**src/rtl/pwr_pkg.sv**
```systemverilog
// Package: shared power-state encoding and code helpers.
// Assumes mode codes above 3'b100 are reserved.
package pwr_pkg;

    typedef enum logic [2:0] {
        PM_ACTIVE = 3'b000,
        PM_PAUSE  = 3'b001,
        PM_NAP    = 3'b010,
        PM_SLEEP  = 3'b011,
        PM_STOP   = 3'b100
    } pmode_e;

    // True when the code names one of the five defined states.
    function automatic logic mode_is_legal(input logic [2:0] code);
        return code <= 3'b100;
    endfunction

endpackage

```
**src/rtl/pwr_wake_sel.sv**
```systemverilog
// Module: pwr_wake_sel
// Combines the wake sources that are valid for the present state into one
// wake request. Assumes the sources are already synchronous to clk. Active
// mode never requests a wake, and stop does not listen to the timer.
module pwr_wake_sel
    import pwr_pkg::*;
#(
    parameter int N_IRQ = 4
) (
    input  pmode_e            state,
    input  logic [N_IRQ-1:0]  ext_irq,
    input  logic              tmr_wake,
    output logic              wake_req
);

    logic any_irq;
    logic timer_ok;

    // Pick the sources that count in the present low-power state.
    always_comb begin
        any_irq  = |ext_irq;
        timer_ok = tmr_wake && (state != PM_STOP);
        wake_req = (state != PM_ACTIVE) && (any_irq || timer_ok);
    end

endmodule

```
**src/rtl/pwr_mode_fsm.sv**
```systemverilog
// Module: pwr_mode_fsm
// Holds the power state. A wake takes precedence over a load. A load with a
// reserved code is dropped. Assumes wake_req is only high in a low-power
// state.
module pwr_mode_fsm
    import pwr_pkg::*;
(
    input  logic       clk,
    input  logic       rst_n,
    input  logic       load,
    input  logic [2:0] mode_code,
    input  logic       wake_req,
    output pmode_e     state,
    output logic       wake_evt
);

    // Update the state and the one-cycle wake flag.
    always_ff @(posedge clk) begin
        if (!rst_n) begin
            state    <= PM_ACTIVE;
            wake_evt <= 1'b0;
        end else begin
            wake_evt <= wake_req;
            if (wake_req) begin
                state <= PM_ACTIVE;
            end else if (load && mode_is_legal(mode_code)) begin
                state <= pmode_e'(mode_code);
            end
        end
    end

endmodule

```
**src/rtl/clk_div_gen.sv**
```systemverilog
// Module: clk_div_gen
// Power-of-two clock-enable divider. It pulses ce once every 2^div_q cycles
// while run is high. The count clears on every load and whenever run is low.
// Assumes DIV_W is small, since the counter is 2^DIV_W - 1 bits wide.
module clk_div_gen #(
    parameter int         DIV_W   = 3,
    parameter logic [2:0] RST_DIV = 3'd3
) (
    input  logic             clk,
    input  logic             rst_n,
    input  logic             load,
    input  logic [DIV_W-1:0] div_code,
    input  logic             run,
    output logic             ce
);

    localparam int CNT_W = (1 << DIV_W) - 1;

    logic [DIV_W-1:0] div_q;
    logic [CNT_W-1:0] cnt;
    logic [CNT_W:0]   one_sh;
    logic [CNT_W-1:0] limit;
    logic             at_limit;

    // Terminal count for the held divide code: 2^div_q - 1.
    always_comb begin
        one_sh   = {{CNT_W{1'b0}}, 1'b1} << div_q;
        limit    = one_sh[CNT_W-1:0] - {{(CNT_W-1){1'b0}}, 1'b1};
        at_limit = (cnt == limit);
        ce       = run && at_limit;
    end

    // Hold the divide code and advance or clear the count.
    always_ff @(posedge clk) begin
        if (!rst_n) begin
            div_q <= DIV_W'(RST_DIV);
            cnt   <= '0;
        end else if (load) begin
            div_q <= div_code;
            cnt   <= '0;
        end else if (!run || at_limit) begin
            cnt   <= '0;
        end else begin
            cnt   <= cnt + 1'b1;
        end
    end

endmodule

```
**src/rtl/pwr_clk_ctrl.sv**
```systemverilog
// Module: pwr_clk_ctrl (top)
// Power-mode controller with a core clock-enable divider. Register fields
// arrive with a load strobe. The divider runs only in active mode.
// Assumes every input is synchronous to clk.
module pwr_clk_ctrl
    import pwr_pkg::*;
#(
    parameter int N_IRQ = 4,
    parameter int DIV_W = 3
) (
    input  logic             clk,
    input  logic             rst_n,
    input  logic [2:0]       cfg_mode,
    input  logic [DIV_W-1:0] cfg_div,
    input  logic             cfg_load,
    input  logic [N_IRQ-1:0] ext_irq,
    input  logic             tmr_wake,
    output logic             core_ce,
    output logic [2:0]       pwr_state,
    output logic             wake_evt
);

    pmode_e state;
    logic   wake_req;
    logic   running;

    // Expose the state code and derive the divider run qualifier.
    always_comb begin
        pwr_state = state;
        running   = (state == PM_ACTIVE);
    end

    pwr_wake_sel #(.N_IRQ(N_IRQ)) u_wake (
        .state    (state),
        .ext_irq  (ext_irq),
        .tmr_wake (tmr_wake),
        .wake_req (wake_req)
    );

    pwr_mode_fsm u_fsm (
        .clk       (clk),
        .rst_n     (rst_n),
        .load      (cfg_load),
        .mode_code (cfg_mode),
        .wake_req  (wake_req),
        .state     (state),
        .wake_evt  (wake_evt)
    );

    clk_div_gen #(.DIV_W(DIV_W), .RST_DIV(3'd3)) u_div (
        .clk      (clk),
        .rst_n    (rst_n),
        .load     (cfg_load),
        .div_code (cfg_div),
        .run      (running),
        .ce       (core_ce)
    );

endmodule

```
**config.mk**
```make
export PLATFORM = sky130hd
export DESIGN_NAME = pwr_clk_ctrl
export DESIGN_NICKNAME = d
export VERILOG_FILES = /design/src/rtl/pwr_pkg.sv /design/src/rtl/pwr_wake_sel.sv /design/src/rtl/pwr_mode_fsm.sv /design/src/rtl/clk_div_gen.sv /design/src/rtl/pwr_clk_ctrl.sv
export SDC_FILE = /design/constraint.sdc
export NUM_CORES = 1
export LEC_CHECK = 0
export BUFFER_PORTS_ARGS = -buffer_cell sky130_fd_sc_hd__buf_4
export CAP_MARGIN = 30
export CORE_MARGIN = 5
export CORE_UTILIZATION = 31
export DETAILED_ROUTE_END_ITERATION = 16
export PLACE_DENSITY = 0.63
export SLEW_MARGIN = 20
export SYNTH_ARGS = -nofsm -noshare
export SYNTH_HDL_FRONTEND = slang
export SYNTH_SLANG_ARGS = --single-unit
export TNS_END_PERCENT = 20
```
**constraint.sdc**
```tcl
create_clock -name clk -period 1.5 [get_ports clk]
set_input_delay 0.075 -clock clk [delete_from_list [all_inputs] [get_ports clk]]
set_output_delay 0.075 -clock clk [all_outputs]
set_load 0.01 [all_outputs]
```
==> qor.txt, run 1 <==
violated checks - setup timing
Highest Clock Rate - 0.544 GHz
Worst slew margin - 74.7%
Die ar. - 3480 µm²
Post-DP Area - 950 µm²
Crit-path slowest cell - or4_4
area grow syn2layout - 36.1%
Clk pin slew, worst setup/hold paths - 80 ps
Finished Cell Area - 1010 µm²
initial antenna violation count - 0
CTS buffer count - 3
largest net degree at the start of global routing - 9
buffers plus inverters on the worst setup path - 1
Core Region - 2250 µm²
internal power - 613 µW
routed len/inst - 12.8 µm
Worst-Margin Slew - 375 ps
vias per cell - 4.87
Starting Density - 33.0%
Cells after Synth - 81
post-synth top area share - 37.6%
power after layout - 814 µW
number of setup violations in the final report - 8
run status - finished, violations left
combinational share of power - 16.6%
Post-Syn Area - 744 µm²
# IOs - 19
root buffer cell - clkbuf_4
number of fillers in the final layout - 246
post-synthesis net count - 96
final period utilization - 123%
peak supply drop - 483 µV
Post-CTS Setup Inserts - 0
CP startpoint kind - flop
vias - 662
P_leak - 0.000446 µW
cell taking the most area after synthesis - dfxtp_1
Top FF cell, synth - dfxtp_1
Longest Clk Path Bufs - 2
Arrival @ worst endpoint - 1760 ps
Port Buffer Count - 18
Initial DRT Pass Iterations - 4
# DRC - 0
final hold vios - 0
Die Ht - 59.0 µm
All-Layer GR Usage - 10.7%
Cell Chain, Critical Path - xor2_1, or4_4, a221oi_4, and2_1, buf_4
synth unique cells - 32
RSZ-0062 raised after global routing - true
Max Cap Violations - 0
Crit Path Class - reg2out
Max H-tree Level - 1
Synth Register Bits - 14
Cells after DPL - 131
routability cong. - 0.827
syn avg cell area - 9.19 µm²
HP Class - in2reg
Clk pwr share - 33.4%
antenna viol nets, final - 0
endpoint class of the critical path - primary output
Final Critical Period - 1840 ps
clk_lat worst skew - 280 ps
CP required - 1420 ps
final WL - 1740 µm
reg2reg setup slack - -70 ps
Critical Path Fanout Max - 6
ant diodes - 0
Syn. warnings - 0
first-pass GRT wire length - 2870 µm
Final Skew - 0.500 ps
nets - 124
CP delay by family, top - simple AND/OR/NAND/NOR gates
Die W - 59.0 µm
DP HPWL - 1320 µm
GR Overflow Total - 0
Sequential Area - 285 µm²
CTS tree - done
drt initial violations - 21
cell area power density - 803 nW/µm²
worst setup slack after layout - -338 ps
Row Count - 17
Post-synth EDFFs - 0
Critical Path Max Stage Delay - 440 ps
sequential fraction of the synthesis area - 37.6%
sw frac - 24.7%
Final Slew Violations - 0
top cells by area, synth - dfxtp_1, nor3_1, xor2_1, mux2i_1, a221oi_4
CTS Sinks - 14
vias in the first global route - 646
fraction of registers with async set or reset after synthesis - 0%
layout cells sized above 1 - 39.8%
area of the multi-input gates - 444 µm²
final instance count without filler cells - 136
P_sw - 201 µW
Seq pwr share - 50.0%
power by group through the flow:
stage                     Sequential, µW  Combinational [µW]  Clock (µW)
after floorplan                      410                74.2           0
after global placement               413                 127           0
after detailed placement             413                 129           0
after CTS                            405                 135         285
after global routing                 409                 148         292
final                                407                 135         272
timing repair:
| action | in CTS | in global routing |
|---|---|---|
| gates resized for setup | 3 | 3 |
| hold buffers | 1 | 0 |
| pin swaps | 0 | 0 |
| endpoints found under the setup margin | 8 | 8 |
| hold endpoints to repair | 2 | 0 |
cells by family after synthesis:
logic type               synth area share [%]
AO/OA/AOI/OAI                            13.6
AND/OR/NAND/NOR                          30.4
XOR/XNOR                                 8.24
adder cells (fa/ha/maj)                  1.68
buffers and inverters                    4.37
multiplexers                             4.03
flip-flops                               37.6
worst paths after layout:
check,cells after the start,from,to
setup / recovery,5,u_div.div_q[1],core_ce
hold / removal,3,cfg_div[1],u_div.div_q[1]
setup reg to reg,5,u_div.div_q[1],u_div.cnt[4]
hold reg to reg,2,u_fsm.state[1],u_fsm.state[1]
routing by layer:
metal  vias up  global-route usage [%]  share of wire (%)
met5         -                       0                  0
met4         0                    6.80                2.2
met3         4                   0.654                2.4
met2        10                    16.7                 48
met1       303                    14.3                 47
li1        345                       -                  -
state kept, by name, summed over array words and instances, names as in the netlist:
name / cells
u_div.cnt: 7
u_div.div_q: 3
u_fsm.state: 3
u_fsm.wake_evt: 1
per-stage QoR:
stage / setup slack, ps / hold WS [ps] / TNS, ps / utilization [%]
finish: -338 / 13.9 / -808 / 45.0
floorplan: -115 / 137 / -381 / -
global placement: -52.3 / 284 / -356 / 42.1
CTS: -358 / 10.7 / -874 / 44.8
global route: -408 / 13.6 / -1300 / 45.0
detailed placement: -108 / 289 / -797 / 42.1
area by class of cell:
type | count | area share (%)
tap | 28 | 3.46
timing repair buffer | 28 | 21.0
clock buffer | 4 | 3.58
sequential | 14 | 28.1
multi-input combinational | 62 | 43.8
worst reg2reg max path: cells and delay by family (launching register included):
| kind | cells | cell delay, ps |
|---|---|---|
| buffers and inverters | 1 | 190 |
| and+or+nand+nor | 2 | 500 |
| xor gates and xnor gates | 1 | 170 |
| DFF | 1 | 360 |
| AOI/OAI and AO/OA | 1 | 240 |
cells in the final DEF, fill, tap and decap left out:
cell type / count
nor4b_2: 2
nand3_1: 3
o21ai_0: 4
and3_1: 1
o41ai_2: 1
clkbuf_8: 1
a221oi_4: 1
nor3_1: 11
a41oi_1: 1
or4_4: 1
nor2_1: 4
xor2_1: 4
ha_1: 1
nor4_1: 1
o21ba_2: 1
a211oi_1: 1
buf_4: 27
nor3b_1: 1
xnor2_1: 3
and3_2: 2
mux2i_1: 3
nor2b_1: 2
nand2_1: 5
nand2b_1: 2
a21oi_1: 1
dlygate4sd3_1: 1
and2_1: 3
dfxtp_1: 10
nand3b_1: 2
o21a_1: 1
clkbuf_4: 3
dfxtp_2: 4
cell usage after synthesis (2+ instances only):
| master | count |
|---|---|
| and2_1 | 3 |
| and3_2 | 2 |
| dfxtp_1 | 14 |
| mux2i_1 | 3 |
| nand2_1 | 5 |
| nand2b_1 | 2 |
| nand3_1 | 3 |
| nand3b_1 | 2 |
| nor2_1 | 4 |
| nor2b_1 | 2 |
| nor3_1 | 11 |
| nor4b_1 | 2 |
| o21ai_0 | 4 |
| xnor2_1 | 3 |
| xor2_1 | 4 |
(Power assumes the default switching activity.)
==> run 2: changes to the inputs <==
BUFFER_PORTS_ARGS = not set   (was -buffer_cell sky130_fd_sc_hd__buf_4)
DONT_BUFFER_PORTS = 1   (was not set)
PLACE_DENSITY = 0.56   (was 0.63)
TNS_END_PERCENT = 1   (was 20)
==> run 2 against run 1 <==
Compared with the run above:
- the run still ends with setup timing left
- clock skew hardly changed
- flip-flop and latch count stayed put
- total power is 2.8% lower
- global-route usage is 0.075 points higher
- core utilization is 1.7 points lower
==> qor.txt, run 2 (same netlist as run 1, synthesis figures left out) <==
drt initial violations - 36
Die ar. - 3480 µm²
worst setup slack after layout - -268 ps
CTS tree - done
critical path capture point - core_ce
# IOs - 19
worst setup path start - u_div.div_q[1]
DP HPWL - 1230 µm
Worst R2R End - u_div.cnt[2]
P_leak - 0.000402 µW
Die W - 59.0 µm
cell area power density - 812 nW/µm²
Port Buffer Count - 0
area grow syn2layout - 30.9%
Worst-Margin Slew - 338 ps
Max Cap Violations - 0
reg2reg setup slack - -100 ps
hold depth - 2
RSZ-0062 raised after global routing - true
Critical Path Fanout Max - 5
nets - 112
Reg2Reg Depth - 5
Arrival @ worst endpoint - 1690 ps
initial antenna violation count - 0
most frequent cells in the layout - dfxtp_1, nor3_1, buf_4, dlygate4sd3_1, nand2_1
Final Slew Violations - 0
Max H-tree Level - 1
top flop regs - u_div.cnt (7), u_div.div_q (3), u_fsm.state (3)
Final Skew - 0.801 ps
Longest Clk Path Bufs - 2
CP required - 1420 ps
Post-DP Area - 815 µm²
Highest Clock Rate - 0.566 GHz
WL met2 - 864 µm
vias per cell - 5.16
final period utilization - 118%
Starting Density - 33.0%
Initial DRT Pass Iterations - 4
number of setup violations in the final report - 8
Die Ht - 59.0 µm
CTS buffer count - 3
worst reg2reg startpoint - u_div.div_q[1]
root buffer cell - clkbuf_4
first-pass GRT wire length - 2890 µm
WL met3 - 42 µm
peak supply drop - 584 µV
HP Class - in2reg
routed len/inst - 14.0 µm
power after layout - 791 µW
CTS Sinks - 14
ant diodes - 0
Core Region - 2250 µm²
Largest register FFs - 7
number of fillers in the final layout - 229
GR Overflow Total - 0
final hold vios - 0
# DRC - 0
clk_lat worst skew - 270 ps
Crit Path Class - reg2out
Cells after DPL - 113
All-Layer GR Usage - 10.8%
most common cell after layout, fill and taps aside - dfxtp_1
layout cells sized above 1 - 26.0%
Worst slew margin - 77.4%
wire length on met1 - 806 µm
Final Critical Period - 1770 ps
routability cong. - 0.793
Finished Cell Area - 975 µm²
CP startpoint kind - flop
run status - finished, violations left
violated checks - setup timing
antenna viol nets, final - 0
endpoint class of the critical path - primary output
vias - 640
final WL - 1730 µm
Clk pin slew, worst setup/hold paths - 80 ps
largest net degree at the start of global routing - 9
vias in the first global route - 645
Row Count - 17
DR top layer - met4
final instance count without filler cells - 124
Top reg by flops - u_div.cnt
-- run 2: how the worst min path moves through the flow --
stage,from,endpoint
2_1_floorplan,rst_n,u_div.div_q[0]
3_3_place_gp,rst_n,u_div.div_q[0]
3_5_place_dp,rst_n,u_div.div_q[1]
4_1_cts,cfg_load,u_fsm.state[0]
5_1_grt,cfg_load,u_fsm.state[0]
6_report,cfg_mode[2],u_fsm.state[1]
-- run 2: metal layers --
layer / global-route usage [%] / vias up
met1: 13.8 / 305
met2: 17.2 / 8
met3: 1.96 / 2
met5: 0 / -
li1: - / 325
met4: 5.50 / 0
-- run 2: report_power, final --
part           internal (µW)  total, µW  switching, µW
clock network            148        266            118
logic                   65.0        112           46.8
registers                388        414           26.2
-- run 2: final cells by class --
class / count / area, µm² / area share (%)
clock buffers: 4 / 36.3 / 3.72
multi-input cells: 62 / 480 / 49.3
flip-flops and latches: 14 / 285 / 29.3
well taps: 28 / 35.0 / 3.59
repair buffers: 16 / 138 / 14.1
-- run 2: repair_timing --
action,4_1_cts,5_1_grt
setup buffers,0,0
gates resized for setup,8,3
hold buffers,7,0
gates cloned,0,0
pin swaps,0,0
endpoints found under the hold margin,6,0
endpoints found under the setup margin,8,8
-- run 2: critical path: stages (launching register included) --
cell      delay, ps
dfxtp_4         380
xor2_1          160
or4_4           430
a221oi_4        250
and2_4          200
-- run 2: stage by stage --
| stage | utilization (%) | hold slack [ps] | setup TNS [ps] | worst slack (ps) |
|---|---|---|---|---|
| 6_report | 43.2 | 18.7 | -904 | -268 |
| 3_5_place_dp | 36.1 | 142 | -642 | -130 |
| 3_3_place_gp | 36.1 | 138 | -466 | -97.4 |
| 4_1_cts | 42.3 | 13.9 | -737 | -259 |
| 2_1_floorplan | - | 137 | -381 | -115 |
| 5_1_grt | 43.2 | 16.9 | -1630 | -363 |
==> run 3: changes to the inputs <==
CELL_PAD_IN_SITES_DETAIL_PLACEMENT = 0   (was not set)
CELL_PAD_IN_SITES_GLOBAL_PLACEMENT = 1   (was not set)
PLACE_DENSITY = 0.68   (was 0.56)
==> run 3 against run 2 <==
Compared with the run above:
- the flow still finishes with violations (setup timing)
- sequential share of layout area is 0.67 points higher
- maximum frequency rose by 0.94%
- global-route usage fell by 1.2 points
- largest cell class unchanged
- largest power group unchanged
==> qor.txt, run 3 (same netlist as run 1, synthesis figures left out) <==
Final Slew Violations - 0
HP Class - in2reg
CTS Sinks - 14
Final Skew - 8.99 ps
Initial DRT Pass Iterations - 4
worst setup slack after layout - -251 ps
layout cells sized above 1 - 25.8%
endpoint class of the critical path - primary output
Die W - 59.0 µm
CTS buffer count - 3
Arrival @ worst endpoint - 1680 ps
pre-CTS setup slack - -130 ps
peak supply drop - 682 µV
Critical Path Max Stage Delay - 430 ps
ant diodes - 0
Row Count - 17
Max Cap Violations - 0
antenna viol nets, final - 0
vias per cell - 5.01
# IOs - 19
most common cell after layout, fill and taps aside - dfxtp_1
CP startpoint kind - flop
Crit Path Class - reg2out
area grow syn2layout - 26.9%
run status - finished, violations left
initial antenna violation count - 0
Cell Chain, Critical Path - xor2_1, or4_4, a221oi_4, and2_4
Highest Clock Rate - 0.571 GHz
violated checks - setup timing
Longest Clk Path Bufs - 2
Die ar. - 3480 µm²
Worst slew margin - 75.6%
All-Layer GR Usage - 9.65%
nets - 113
Clk pin slew, worst setup/hold paths - 90 ps
Critical Path Fanout Max - 5
Max H-tree Level - 1
buffers plus inverters on the worst setup path - 0
P_leak - 0.000385 µW
number of setup violations in the final report - 8
reg2reg setup slack - -70 ps
root buffer cell - clkbuf_4
most frequent cells in the layout - dfxtp_1, nor3_1, buf_4, dlygate4sd3_1, nand2_1
GR Overflow Total - 0
top flop regs - u_div.cnt (7), u_div.div_q (3), u_fsm.state (3)
Port Buffer Count - 0
Starting Density - 33.0%
Final Critical Period - 1750 ps
# DRC - 0
Largest register FFs - 7
vias in the first global route - 609
drt initial violations - 4
final WL - 1590 µm
final hold vios - 0
CP required - 1420 ps
largest net degree at the start of global routing - 9
Die Ht - 59.0 µm
Crit-path slowest cell - or4_4
routed len/inst - 12.7 µm
DP HPWL - 1210 µm
CP delay by family, top - simple AND/OR/NAND/NOR gates
Worst-Margin Slew - 362 ps
Core Region - 2250 µm²
number of fillers in the final layout - 253
routability cong. - 0.723
first-pass GRT wire length - 2560 µm
final period utilization - 117%
power after layout - 790 µW
CTS tree - done
clk_lat worst skew - 280 ps
vias - 626
Top reg by flops - u_div.cnt
cell area power density - 836 nW/µm²
RSZ-0062 raised after global routing - true
utilization after layout - 41.9%
==> run 3: worst reg2reg max path, stage by stage, from the launching register on <==
cell and delay, ps:
dfxtp_2 360, buf_4 150, and2_1 140, o41ai_2 370, a221oi_4 130, buf_4 170, nor3_1 170
==> run 3: final cells by class <==
class / count / area (µm²) / share of cell area (%)
clock buffer: 4 / 36.3 / 3.84
multi-input combinational: 62 / 445 / 47.2
sequential: 14 / 283 / 29.9
tap: 28 / 35.0 / 3.71
timing repair buffer: 17 / 145 / 15.4
==> run 3: worst paths after layout <==
kind | cells after the start | endpoint | from
worst max-delay path | 4 | core_ce | u_div.div_q[1]
worst min register to register | 1 | u_div.cnt[0] | u_div.cnt[0]
worst min-delay path | 2 | u_fsm.state[1] | cfg_mode[2]
worst max register to register | 6 | u_div.cnt[5] | u_div.div_q[2]
==> run 3: power breakdown <==
part           total [µW]  switching (µW)  internal [µW]
registers             411            22.3            388
logic                 110            45.4           64.6
clock network         269             122            148
total                 790             189            601
==> run 3: metrics by stage <==
step	cell area [µm²]	hold WS, ps	cells	setup TNS (ps)
global route	945	27.1	125	-1290
global placement	815	143	113	-334
floorplan	744	137	81	-381
detailed placement	815	144	113	-508
finish	945	15.9	125	-696
CTS	932	15.7	125	-1050
==> run 3: metal layers <==
metal | part of all wire [%] | track usage, % | wire length, µm | vias to the layer above
met3 | 5.3 | 4.58 | 85 | 0
met5 | 0 | 0 | 0 | -
li1 | - | - | - | 321
met1 | 46 | 12.7 | 725 | 295
met2 | 49 | 14.8 | 781 | 10
met4 | 0 | 0.971 | 0 | 0
==> run 3: timing repair <==
action / CTS / global route
endpoints found under the hold margin: 6 / 0
gates resized for setup: 2 / 3
pin swaps: 1 / 1
endpoints found under the setup margin: 8 / 9
buffers inserted: 1 / 0
hold buffers: 7 / 0
